**src/rtl/status_pkg.sv**
```systemverilog
package status_pkg;
  localparam int DATA_W  = 8;
  localparam int NUM_EVT = 4;
  localparam int SEL_W   = 4;

  // event register index order: std, comm, lock, inst
  localparam int EV_STD  = 0;
  localparam int EV_COMM = 1;
  localparam int EV_LOCK = 2;
  localparam int EV_INST = 3;

  localparam int BIT_MAV = 4;
  localparam int BIT_MSS = 6;

  typedef enum logic [SEL_W-1:0] {
    SEL_EV_STD  = 4'd0,
    SEL_EV_COMM = 4'd1,
    SEL_EV_LOCK = 4'd2,
    SEL_EV_INST = 4'd3,
    SEL_EN_STD  = 4'd4,
    SEL_EN_COMM = 4'd5,
    SEL_EN_LOCK = 4'd6,
    SEL_EN_INST = 4'd7,
    SEL_STB     = 4'd8,
    SEL_SRE     = 4'd9
  } reg_sel_e;

  localparam int SEL_EN_BASE = 4;

  // status byte position of each event register summary
  function automatic int sum_pos(input int idx);
    case (idx)
      EV_STD:  return 5;
      EV_COMM: return 2;
      EV_LOCK: return 1;
      default: return 0;
    endcase
  endfunction
endpackage

```
**src/rtl/status_sticky_reg.sv**
```systemverilog
module status_sticky_reg #(
  parameter int W = 8
) (
  input  logic         clk_i,
  input  logic         rst_ni,
  input  logic [W-1:0] set_i,
  input  logic         clr_i,
  output logic [W-1:0] q_o
);
  logic [W-1:0] q_d;

  // new events override a same-cycle clear
  always_comb begin
    q_d = clr_i ? '0 : q_o;
    q_d = q_d | set_i;
  end

  always_ff @(posedge clk_i or negedge rst_ni) begin
    if (!rst_ni) q_o <= '0;
    else         q_o <= q_d;
  end
endmodule

```
**src/rtl/status_mask_reg.sv**
```systemverilog
module status_mask_reg #(
  parameter int W = 8
) (
  input  logic         clk_i,
  input  logic         rst_ni,
  input  logic         we_i,
  input  logic [W-1:0] d_i,
  output logic [W-1:0] q_o
);
  always_ff @(posedge clk_i or negedge rst_ni) begin
    if (!rst_ni)   q_o <= '0;
    else if (we_i) q_o <= d_i;
  end
endmodule

```
**src/rtl/status_byte_gen.sv**
```systemverilog
module status_byte_gen
  import status_pkg::*;
(
  input  logic [NUM_EVT-1:0][DATA_W-1:0] ev_i,
  input  logic [NUM_EVT-1:0][DATA_W-1:0] en_i,
  input  logic [DATA_W-1:0]              sre_i,
  input  logic                           buf_ne_i,
  output logic [DATA_W-1:0]              stb_o,
  output logic                           srq_o
);
  localparam logic [DATA_W-1:0] MSS_MASK = DATA_W'(1) << BIT_MSS;

  logic [NUM_EVT-1:0] sum;
  logic [DATA_W-1:0]  base;
  logic               mss;

  for (genvar i = 0; i < NUM_EVT; i++) begin : g_sum
    assign sum[i] = |(ev_i[i] & en_i[i]);
  end

  always_comb begin
    base = '0;
    for (int i = 0; i < NUM_EVT; i++) base[sum_pos(i)] = sum[i];
    base[BIT_MAV] = buf_ne_i;
  end

  // mask bit 6 excluded so the master bit never feeds itself
  assign mss   = |(base & sre_i & ~MSS_MASK);
  assign stb_o = base | (mss ? MSS_MASK : '0);
  assign srq_o = mss;
endmodule

```
**src/rtl/status_report_unit.sv**
```systemverilog
module status_report_unit
  import status_pkg::*;
(
  input  logic             clk_i,
  input  logic             rst_ni,
  input  logic [7:0]       evt_std_i,
  input  logic [7:0]       evt_comm_i,
  input  logic [7:0]       evt_lock_i,
  input  logic [7:0]       evt_inst_i,
  input  logic             rd_en_i,
  input  logic [3:0]       rd_sel_i,
  output logic [7:0]       rd_data_o,
  input  logic             wr_en_i,
  input  logic [7:0]       wr_data_i,
  input  logic             cls_i,
  input  logic             inst_rst_i,
  input  logic             dev_clr_i,
  input  logic             buf_ne_i,
  output logic [7:0]       stb_o,
  output logic             srq_o
);
  logic [NUM_EVT-1:0][DATA_W-1:0] evt_all;
  logic [NUM_EVT-1:0][DATA_W-1:0] ev_q;
  logic [NUM_EVT-1:0][DATA_W-1:0] en_q;
  logic [DATA_W-1:0]              sre_q;
  logic [NUM_EVT-1:0]             ev_clr;
  logic [NUM_EVT-1:0]             en_we;
  logic                           sre_we;

  always_comb begin
    evt_all[EV_STD]  = evt_std_i;
    evt_all[EV_COMM] = evt_comm_i;
    evt_all[EV_LOCK] = evt_lock_i;
    evt_all[EV_INST] = evt_inst_i;
  end

  for (genvar i = 0; i < NUM_EVT; i++) begin : g_reg
    assign ev_clr[i] = cls_i | (rd_en_i & (rd_sel_i == SEL_W'(i)));
    assign en_we[i]  = wr_en_i & (rd_sel_i == SEL_W'(SEL_EN_BASE + i));

    status_sticky_reg #(.W(DATA_W)) u_ev (
      .clk_i (clk_i),
      .rst_ni(rst_ni),
      .set_i (evt_all[i]),
      .clr_i (ev_clr[i]),
      .q_o   (ev_q[i])
    );

    status_mask_reg #(.W(DATA_W)) u_en (
      .clk_i (clk_i),
      .rst_ni(rst_ni),
      .we_i  (en_we[i]),
      .d_i   (wr_data_i),
      .q_o   (en_q[i])
    );
  end

  assign sre_we = wr_en_i & (rd_sel_i == SEL_SRE);

  status_mask_reg #(.W(DATA_W)) u_sre (
    .clk_i (clk_i),
    .rst_ni(rst_ni),
    .we_i  (sre_we),
    .d_i   (wr_data_i),
    .q_o   (sre_q)
  );

  status_byte_gen u_stb (
    .ev_i    (ev_q),
    .en_i    (en_q),
    .sre_i   (sre_q),
    .buf_ne_i(buf_ne_i),
    .stb_o   (stb_o),
    .srq_o   (srq_o)
  );

  always_comb begin
    unique case (rd_sel_i)
      SEL_EV_STD:  rd_data_o = ev_q[EV_STD];
      SEL_EV_COMM: rd_data_o = ev_q[EV_COMM];
      SEL_EV_LOCK: rd_data_o = ev_q[EV_LOCK];
      SEL_EV_INST: rd_data_o = ev_q[EV_INST];
      SEL_EN_STD:  rd_data_o = en_q[EV_STD];
      SEL_EN_COMM: rd_data_o = en_q[EV_COMM];
      SEL_EN_LOCK: rd_data_o = en_q[EV_LOCK];
      SEL_EN_INST: rd_data_o = en_q[EV_INST];
      SEL_STB:     rd_data_o = stb_o;
      SEL_SRE:     rd_data_o = sre_q;
      default:     rd_data_o = '0;
    endcase
  end
endmodule

```
**config.mk**
```make
export PLATFORM = sky130hd
export DESIGN_NAME = status_report_unit
export DESIGN_NICKNAME = d
export VERILOG_FILES = /design/src/rtl/status_pkg.sv /design/src/rtl/status_sticky_reg.sv /design/src/rtl/status_mask_reg.sv /design/src/rtl/status_byte_gen.sv /design/src/rtl/status_report_unit.sv
export SDC_FILE = /design/constraint.sdc
export NUM_CORES = 1
export LEC_CHECK = 0
export BUFFER_PORTS_ARGS = -buffer_cell sky130_fd_sc_hd__buf_2
export CAP_MARGIN = 20
export CORE_MARGIN = 2
export CORE_UTILIZATION = 56
export CTS_CLUSTER_DIAMETER = 40
export DETAILED_ROUTE_END_ITERATION = 10
export PLACE_DENSITY = 0.8
export SLEW_MARGIN = 20
export SYNTH_ARGS = -nofsm -noshare
export SYNTH_HDL_FRONTEND = slang
export SYNTH_HIERARCHICAL = 1
export SYNTH_SLANG_ARGS = --single-unit
export TNS_END_PERCENT = 1
```
**constraint.sdc**
```tcl
create_clock -name clk_i -period 2.6 [get_ports clk_i]
set_clock_uncertainty 0.15 [all_clocks]
set_input_delay 0.13 -clock clk_i [delete_from_list [all_inputs] [get_ports clk_i]]
set_output_delay 0.13 -clock clk_i [all_outputs]
set_load 0.02 [all_outputs]
```
==> impl_metrics.csv, run 1 <==
group,metric,value,unit
outcome,status,"finished, violations left",
outcome,violations,"negative setup slack",
global_routing,grt_pass1_wl,17700,um
clocking,clk_pin_slew,0.07,ns
worst_setup_path,critical-path-top-delay-family,"simple AND/OR/NAND/NOR gates",
timing,fin_crit_sh,108,%
timing,rsz0062_at_grt,"yes",
global_routing,grt_pass1_vias,3298,
timing,slew_violations,0,
timing,min_period,2.82,ns
final_layout,final-seq-area,1800,um^2
drt,dr.pass1.iters,7,
worst_hold_path,holdPathEnd,"g_reg[3].u_ev/q_o[3]",
synth,ys_seq_elements,72,
drt,route.detailed.drc,0,
worst_setup_path,timing.rr.end,"g_reg[1].u_en/q_o[6]",
pwr,p_int,2.21,mW
final_layout,multi_input_area,1850,um^2
timing,max_freq,355,MHz
worst_setup_path,cpPeakStageDelay,0.44,ns
die,die_h,86.3,um
clocking,cts_tree,"done",
worst_setup_path,path_cells,"a22oi_1 -> nand4_1 -> a222oi_1 -> nand2_1 -> a22oi_2 -> nor3_2 -> or4_4 -> buf_6",
worst_setup_path,worstSetupStartpointType,"flip-flop",
drt,wirelength,11100,um
worst_setup_path,rr_worst_depth,2,
global_routing,antenna_found_initial,0,
global_routing,gr-total-overflow,0,
pwr,power_density,657,nW/um^2
final_layout,insertedDiodeCount,0,
timing,hold_viol_final,0,
synth,synthDistinctLibCells,42,
die,core-area,6460,um^2
die,die_area,7450,um^2
drt,drtIter0Drc,319,
run,maxCapViolations,0,
clocking,clk_path_buf_depth,2,
final_layout,fin_cells,507,
worst_setup_path,critPathBufInv,1,
clocking,cts_root_buffer,"clkbuf_8",
clocking,cts_max_level,3,
pwr,power,3.20,mW
synth,ys_warn_count,6,
worst_setup_path,cp.required,2.32,ns
worst_hold_path,min_path_type,"in2reg",
placed_design,dp_hpwl,7330,um
synth,synth_cells,309,
pwr,pwr-share-comb,27.3,%
worst_setup_path,cp_slowest_cell,"or4_4",
pwr,switching_share,30.7,%
final_layout,final_nets,477,
pwr,p_seq_share,46.9,%
die,io_pins,69,
worst_setup_path,crit_fanout,3,
global_routing,grt_use_total,31.9,%
pwr,max-vdd-ir-drop,459,uV
placed_design,pre_cts_ws,0.115,ns
worst_setup_path,crit_path_end_kind,"primary output",
worst_setup_path,worstReg2RegStart,"g_reg[1].u_en/q_o[6]",
clocking,cts_buffers,9,
synth,synthesis.area,3790,um^2
die,fp.dieW,86.3,um
final_layout,syn_to_final_growth,28.4,%
worst_setup_path,reg2reg_slack,1.52,ns
worst_setup_path,critPathKind,"reg2out",
die,start_util,58.7,%
final_layout,n_fill_cell,431,
placed_design,routabilityCongestion,0.964,
clocking,clk_latency,0.36,ns
final_layout,utilization,75.4,%
timing,worstMarginPinSlew,0.625,ns
timing,hold_ws,0.117,ns
pwr,power.share.clock,25.9,%
worst_hold_path,hold_depth,4,
timing,finalSetupViolations,3,
timing,slew_headroom,58.2,%
pwr,p_sw,0.983,mW
timing,fin_ws,-0.221,ns
placed_design,place_inst,438,
clocking,clkSinkCount,72,
placed_design,port_buffers,64,
synth,avgSynthCellArea,12.3,um^2
worst_hold_path,holdCritStartpoint,"cls_i",
worst_setup_path,critPathArrivalTime,2.54,ns
global_routing,grt_max_degree,73,
drt,via_per_inst,6.37,
drt,antenna_left,0,
drt,vias,3229,
die,num_rows,29,
synth,seq_area_frac_synth,47.5,%
drt,wl_per_cell,22.0,um
final_layout,drive_above_1_share,38.6,%
pwr,leakage,2.29,nW
==> cell families (layout without fill, tap and decap cells) <==
group / count (synthesis) / count (layout) / share of synthesized area (%)
other cells: 1 / 2 / 0.0989
flops: 72 / 72 / 47.5
mux: 53 / 53 / 19.4
simple gates: 64 / 64 / 9.53
buf+inv: 28 / 148 / 5.25
compound gates: 91 / 91 / 18.2
==> per-layer routing <==
metal | wire, um | share of wire, % | global-route usage, %
met1 | 4490 | 40 | 41.7
met5 | 0 | 0 | 0
met3 | 891 | 8.0 | 7.24
met2 | 5350 | 48 | 50.2
met4 | 417 | 3.7 | 15.8
==> cell type report <==
type,count,share of cell area [%]
multi-input combinational,210,38.0
sequential,72,37.0
timing repair buffer,128,18.9
clock buffer,13,3.47
tap,77,1.98
clock inverter,3,0.308
inverter,4,0.308
==> sequential cells by signal, summed over array words and instances, names as in the netlist <==
register / cells
u_sre/q_o: 8
g.u_ev/q_o: 32
g.u_en/q_o: 32
==> what timing repair did <==
item / in CTS / in global routing
hold buffers: 41 / 0
gates resized for setup: 6 / 6
endpoints found under the setup margin: 1 / 4
pin swaps: 7 / 6
endpoints found under the hold margin: 144 / 0
buffers inserted: 11 / 1
==> layout by cell type, fill, tap and decap left out, drive strengths merged, types with 8 or more instances in the layout <==
| master | count |
|---|---|
| buf | 87 |
| dfrtp | 72 |
| mux2 | 44 |
| dlygate4sd3 | 41 |
| a22oi | 35 |
| a21o | 33 |
| nor3 | 15 |
| clkbuf | 13 |
| nand2 | 10 |
| mux2i | 9 |
| nor2b | 8 |
==> Yosys cell counts <==
cell	instances	area share, %
a31oi_1	2	0.33
nand2b_1	1	0.17
nand3b_1	2	0.40
and3b_1	1	0.23
nand4_1	4	0.66
dfrtp_1	72	48
a21oi_1	1	0.13
and3_1	4	0.66
mux2_2	2	0.59
mux2i_1	9	2.4
buf_4	5	0.99
mux2_1	2	0.59
buf_6	9	2.7
nor2b_1	7	1.2
a22o_1	1	0.23
a21boi_0	1	0.20
mux2_4	40	16
o2111ai_1	2	0.46
nor4_1	1	0.17
a22oi_2	1	0.33
nor2_1	5	0.49
a22oi_1	34	6.7
or3_1	1	0.17
inv_2	4	0.40
nor4b_1	1	0.23
buf_2	6	0.79
nor2b_4	1	0.36
conb_1	1	0.099
nand2_1	10	0.99
a32oi_1	3	0.69
a31o_2	4	0.92
or4_1	5	0.99
a222oi_1	1	0.26
clkbuf_1	4	0.40
o21ai_0	1	0.13
o221ai_1	1	0.23
nor3_1	15	2.0
nand3_1	5	0.66
a211oi_1	1	0.20
and2_4	1	0.23
o22ai_1	5	0.82
a21o_1	33	6.5
==> worst max path at each step <==
stage / cells after the start / endpoint / startpoint
final: 8 / rd_data_o[6] / g_reg[0].u_en/q_o[2]
after global routing: 8 / rd_data_o[6] / g_reg[0].u_ev/q_o[1]
after CTS: 8 / rd_data_o[6] / g_reg[0].u_en/q_o[0]
after detailed placement: 8 / rd_data_o[6] / g_reg[0].u_en/q_o[0]
after global placement: 8 / rd_data_o[6] / g_reg[0].u_ev/q_o[0]
after floorplan: 8 / rd_data_o[6] / g_reg[1].u_ev/q_o[0]
==> stage by stage <==
step | setup TNS, ns | area (um^2)
after global placement | 0 | 4130
final | -0.431 | 4870
after global routing | -0.493 | 4870
after detailed placement | 0 | 4130
after floorplan | 0 | 3800
after CTS | -0.208 | 4830
==> power by group through the flow <==
stage / Sequential [mW] / Combinational (mW) / Clock [mW]
after detailed placement: 1.50 / 0.715 / 0
final: 1.50 / 0.871 / 0.827
after global routing: 1.52 / 0.922 / 0.896
after CTS: 1.48 / 0.831 / 0.832
after floorplan: 1.42 / 0.538 / 0
after global placement: 1.49 / 0.692 / 0
==> tightest hold or removal path, cell delays in order <==
cell and delay, ns:
buf_2 0.13, a31o_2 0.12, inv_2 0.06, a21o_1 0.15
No activity file was read; power rests on OpenSTA's default activity.
==> inputs of run 2 (changes only) <==
- ABC_AREA: default -> 1
- PLACE_DENSITY: 0.8 -> default
- PLACE_DENSITY_LB_ADDON: default -> 0.1
- clock period: 2.6 -> 2.86 ns (I/O delays scaled with it)
==> run 2 against run 1 <==
  * The run now ends clean
  * Sequential power decreased by 13%
  * Count of clock-buffer cells in the layout decreased by 1
  * Non-clock buffer count decreased by 17
  * Cell area decreased by 0.18%
  * Register-to-register slack improved by 0.52 ns
  * Wire length increased by 4.6%
  * Via count increased by 25%
  * Worst setup slack improved by 0.79 ns
  * Cell count increased by 53%
  * Synthesized area increased by 4.0%
  * Critical path type unchanged
  * Critical endpoint unchanged
==> impl_metrics.csv, run 2 <==
group,metric,value,unit
outcome,status,"completed",
run,maxCapViolations,0,
synth,async_flop_share,100,%
final_layout,layout_common_cells,"309 x nand2_1, 74 x nand3_1, 72 x dfrtp_1, 64 x buf_2, 41 x dlygate4sd3_1",
placed_design,routabilityCongestion,0.920,
drt,route.detailed.drc,0,
synth,synth.most_common_cell,"nand2_1",
placed_design,pre_cts_ws,0.993,ns
final_layout,insertedDiodeCount,0,
timing,fin_crit_sh,80.2,%
worst_setup_path,path_cells,"nand2_1 -> nand2_1 -> nor2_1 -> nand2_1 -> nand2_1 -> nand2_1 -> nor2_1 -> nand2_1 -> nand3_1 -> nand2_1 -> nor2_1 -> nand3_1 -> buf_2",
synth,yosys.area_share.simple,44.0,%
pwr,p_seq_share,48.5,%
synth,synth_commonest_cells,"309 x nand2_1, 74 x nand3_1, 72 x dfrtp_1",
synth,synth_area_leaders,"dfrtp_1 46%, nand2_1 29%, nand3_1 9.4%",
drt,wirelength,11700,um
synth,ys.flop_type,"dfrtp_1",
synth,synth-compound-area-share,0.190,%
timing,slew_violations,0,
global_routing,grt_use_total,32.2,%
pwr,p_int,1.79,mW
worst_setup_path,cpPeakStageDelay,0.43,ns
drt,wl_per_cell,15.0,um
pwr,power.share.clock,28.8,%
die,core-area,6790,um^2
drt,vias,4041,
synth,synth_top_area_share,45.7,%
synth,seq_area_frac_synth,45.7,%
global_routing,antenna_found_initial,0,
synth,synthXorXnorAreaFrac,0,%
global_routing,grt_pass1_wl,18500,um
timing,hold_viol_final,0,
worst_setup_path,critPathKind,"reg2out",
timing,finalSetupViolations,0,
global_routing,grt_max_degree,39,
worst_setup_path,critPathBufInv,1,
synth,synth_edf_count,0,
drt,drtIter0Drc,299,
clocking,cts_buffers,9,
clocking,clk_pin_slew,0.07,ns
pwr,switching_share,33.3,%
pwr,power,2.69,mW
synth,synth_cells,572,
placed_design,dp_hpwl,7930,um
synth,synthAdderAreaFrac,0,%
drt,dr.pass1.iters,5,
timing,tns,0,ns
synth,ys_warn_count,6,
worst_setup_path,critPathLaunch,"g_reg[0].u_en/q_o[5]",
drt,antenna_left,0,
clocking,cts_tree,"done",
pwr,pwr-share-comb,22.7,%
worst_setup_path,worstSetupStartpointType,"flip-flop",
pwr,p_sw,0.896,mW
final_layout,syn_to_final_growth,23.3,%
die,start_util,58.0,%
clocking,clk_path_buf_depth,2,
timing,max_freq,436,MHz
pwr,leakage,2.78,nW
placed_design,port_buffers,64,
final_layout,final_nets,728,
global_routing,grt_pass1_vias,3778,
die,io_pins,69,
die,fp.dieW,87.9,um
die,die_area,7730,um^2
final_layout,drive_above_1_share,15.1,%
synth,avgSynthCellArea,6.89,um^2
worst_setup_path,worstReg2RegStart,"g_reg[0].u_en/q_o[0]",
placed_design,place_inst,720,
final_layout,fin_cells,777,
global_routing,gr-total-overflow,0,
timing,fin_ws,0.567,ns
final_layout,top_regs,"g.u_en/q_o x32, g.u_ev/q_o x32, u_sre/q_o x8",
timing,min_period,2.29,ns
synth,synthesis.area,3940,um^2
pwr,max-vdd-ir-drop,344,uV
final_layout,layout_commonest_cell,"nand2_1",
drt,via_per_inst,5.20,
clocking,cts_root_buffer,"clkbuf_8",
timing,worstMarginPinSlew,0.868,ns
worst_setup_path,cp.required,2.57,ns
worst_setup_path,cp_slowest_cell,"dfrtp_1",
clocking,cts_max_level,3,
synth,synthDistinctLibCells,16,
clocking,clk_latency,0.34,ns
timing,rsz0062_at_grt,"no",
pwr,power_density,553,nW/um^2
worst_setup_path,critPathArrivalTime,2.00,ns
worst_hold_path,min_path_type,"in2reg",
timing,slew_headroom,42.2,%
worst_setup_path,crit_path_end_kind,"primary output",
worst_setup_path,critical-path-top-delay-family,"simple AND/OR/NAND/NOR gates",
synth,ys_seq_elements,72,
synth,yosys.area.top_type,"dfrtp_1",
worst_hold_path,holdCritStartpoint,"cls_i",
worst_setup_path,path_common_cell,"nand2_1",
clocking,clkSinkCount,72,
synth,synth_top_family_by_area,"simple AND/OR/NAND/NOR gates",
die,num_rows,30,
worst_setup_path,crit_fanout,3,
synth,synthMuxAreaShare,0,%
die,die_h,87.9,um
[run 2: cell types whose count changed after synthesis, moves of 8 or more]
| cell | before | now |
|---|---|---|
| inv_2 | 4 | 12 |
| nor3_1 | 15 | 3 |
| a21o_1 | 33 | 0 |
| nand3_1 | 5 | 74 |
| nand2_1 | 10 | 309 |
| a22oi_1 | 34 | 0 |
| nor2_1 | 5 | 25 |
| mux2i_1 | 9 | 0 |
| inv_1 | 0 | 39 |
| mux2_4 | 40 | 0 |
[run 2: metal layers]
layer | wire, um | GRT usage [%] | share of wire (%)
met1 | 4910 | 42.1 | 42
met2 | 5450 | 52.1 | 47
met3 | 796 | 4.05 | 6.8
met4 | 508 | 17.2 | 4.4
met5 | 0 | 0 | 0
[run 2: area by class of cell]
| type | count | area (um^2) |
|---|---|---|
| clock buffer | 12 | 135 |
| clock inverter | 4 | 45.0 |
| fill | 588 | 1930 |
| inverter | 58 | 218 |
| multi-input combinational | 424 | 1750 |
| sequential | 72 | 1800 |
| tap | 96 | 120 |
| timing repair buffer | 111 | 788 |
[run 2: cell families (layout without fill, tap and decap cells)]
group / count (synthesis) / after routing
simple gates: 421 / 421
compound gates: 1 / 1
other cells: 1 / 2
buf+inv: 77 / 185
flops: 72 / 72
[run 2: power by group through the flow]
stage	logic (mW)	registers, mW	clock network (mW)
finish	0.610	1.31	0.773
global route	0.683	1.32	0.827
CTS	0.597	1.30	0.778
detailed placement	0.553	1.32	0
global placement	0.540	1.32	0
floorplan	0.388	1.27	0
[run 2: timing repair]
| action | 4_1_cts | 5_1_grt |
|---|---|---|
| hold buffers | 41 | 0 |
| gates resized for setup | 0 | 0 |
| endpoints found under the setup margin | 0 | 0 |
| setup buffers | 0 | 0 |
| hold endpoints to repair | 106 | 0 |
[run 2: per-stage QoR]
stage                     hold slack (ns)  utilization (%)  area [um^2]
after floorplan                    -0.303                -         3950
after global placement              0.126             62.8         4270
after detailed placement            0.139             62.8         4270
after CTS                          0.0975             71.5         4860
after global routing                0.162             71.5         4860
final                               0.125             71.5         4860
[run 2: final timing paths]
check	cells past startpoint	slack [ns]	to
max	13	0.57	rd_data_o[6]
min	6	0.13	g_reg[2].u_ev/q_o[7]
max reg2reg	2	2.04	g_reg[0].u_en/q_o[0]
min reg2reg	2	0.33	u_sre/q_o[3]
max in group asynchronous	3	1.57	g_reg[1].u_ev/q_o[3]
min in group asynchronous	2	0.31	g_reg[2].u_ev/q_o[4]
[run 2: worst reg2reg max path, cell delays in order (launching register included)]
cell and delay (ns):
dfrtp_1 0.40, nand2_1 0.10, nand2_1 0.06
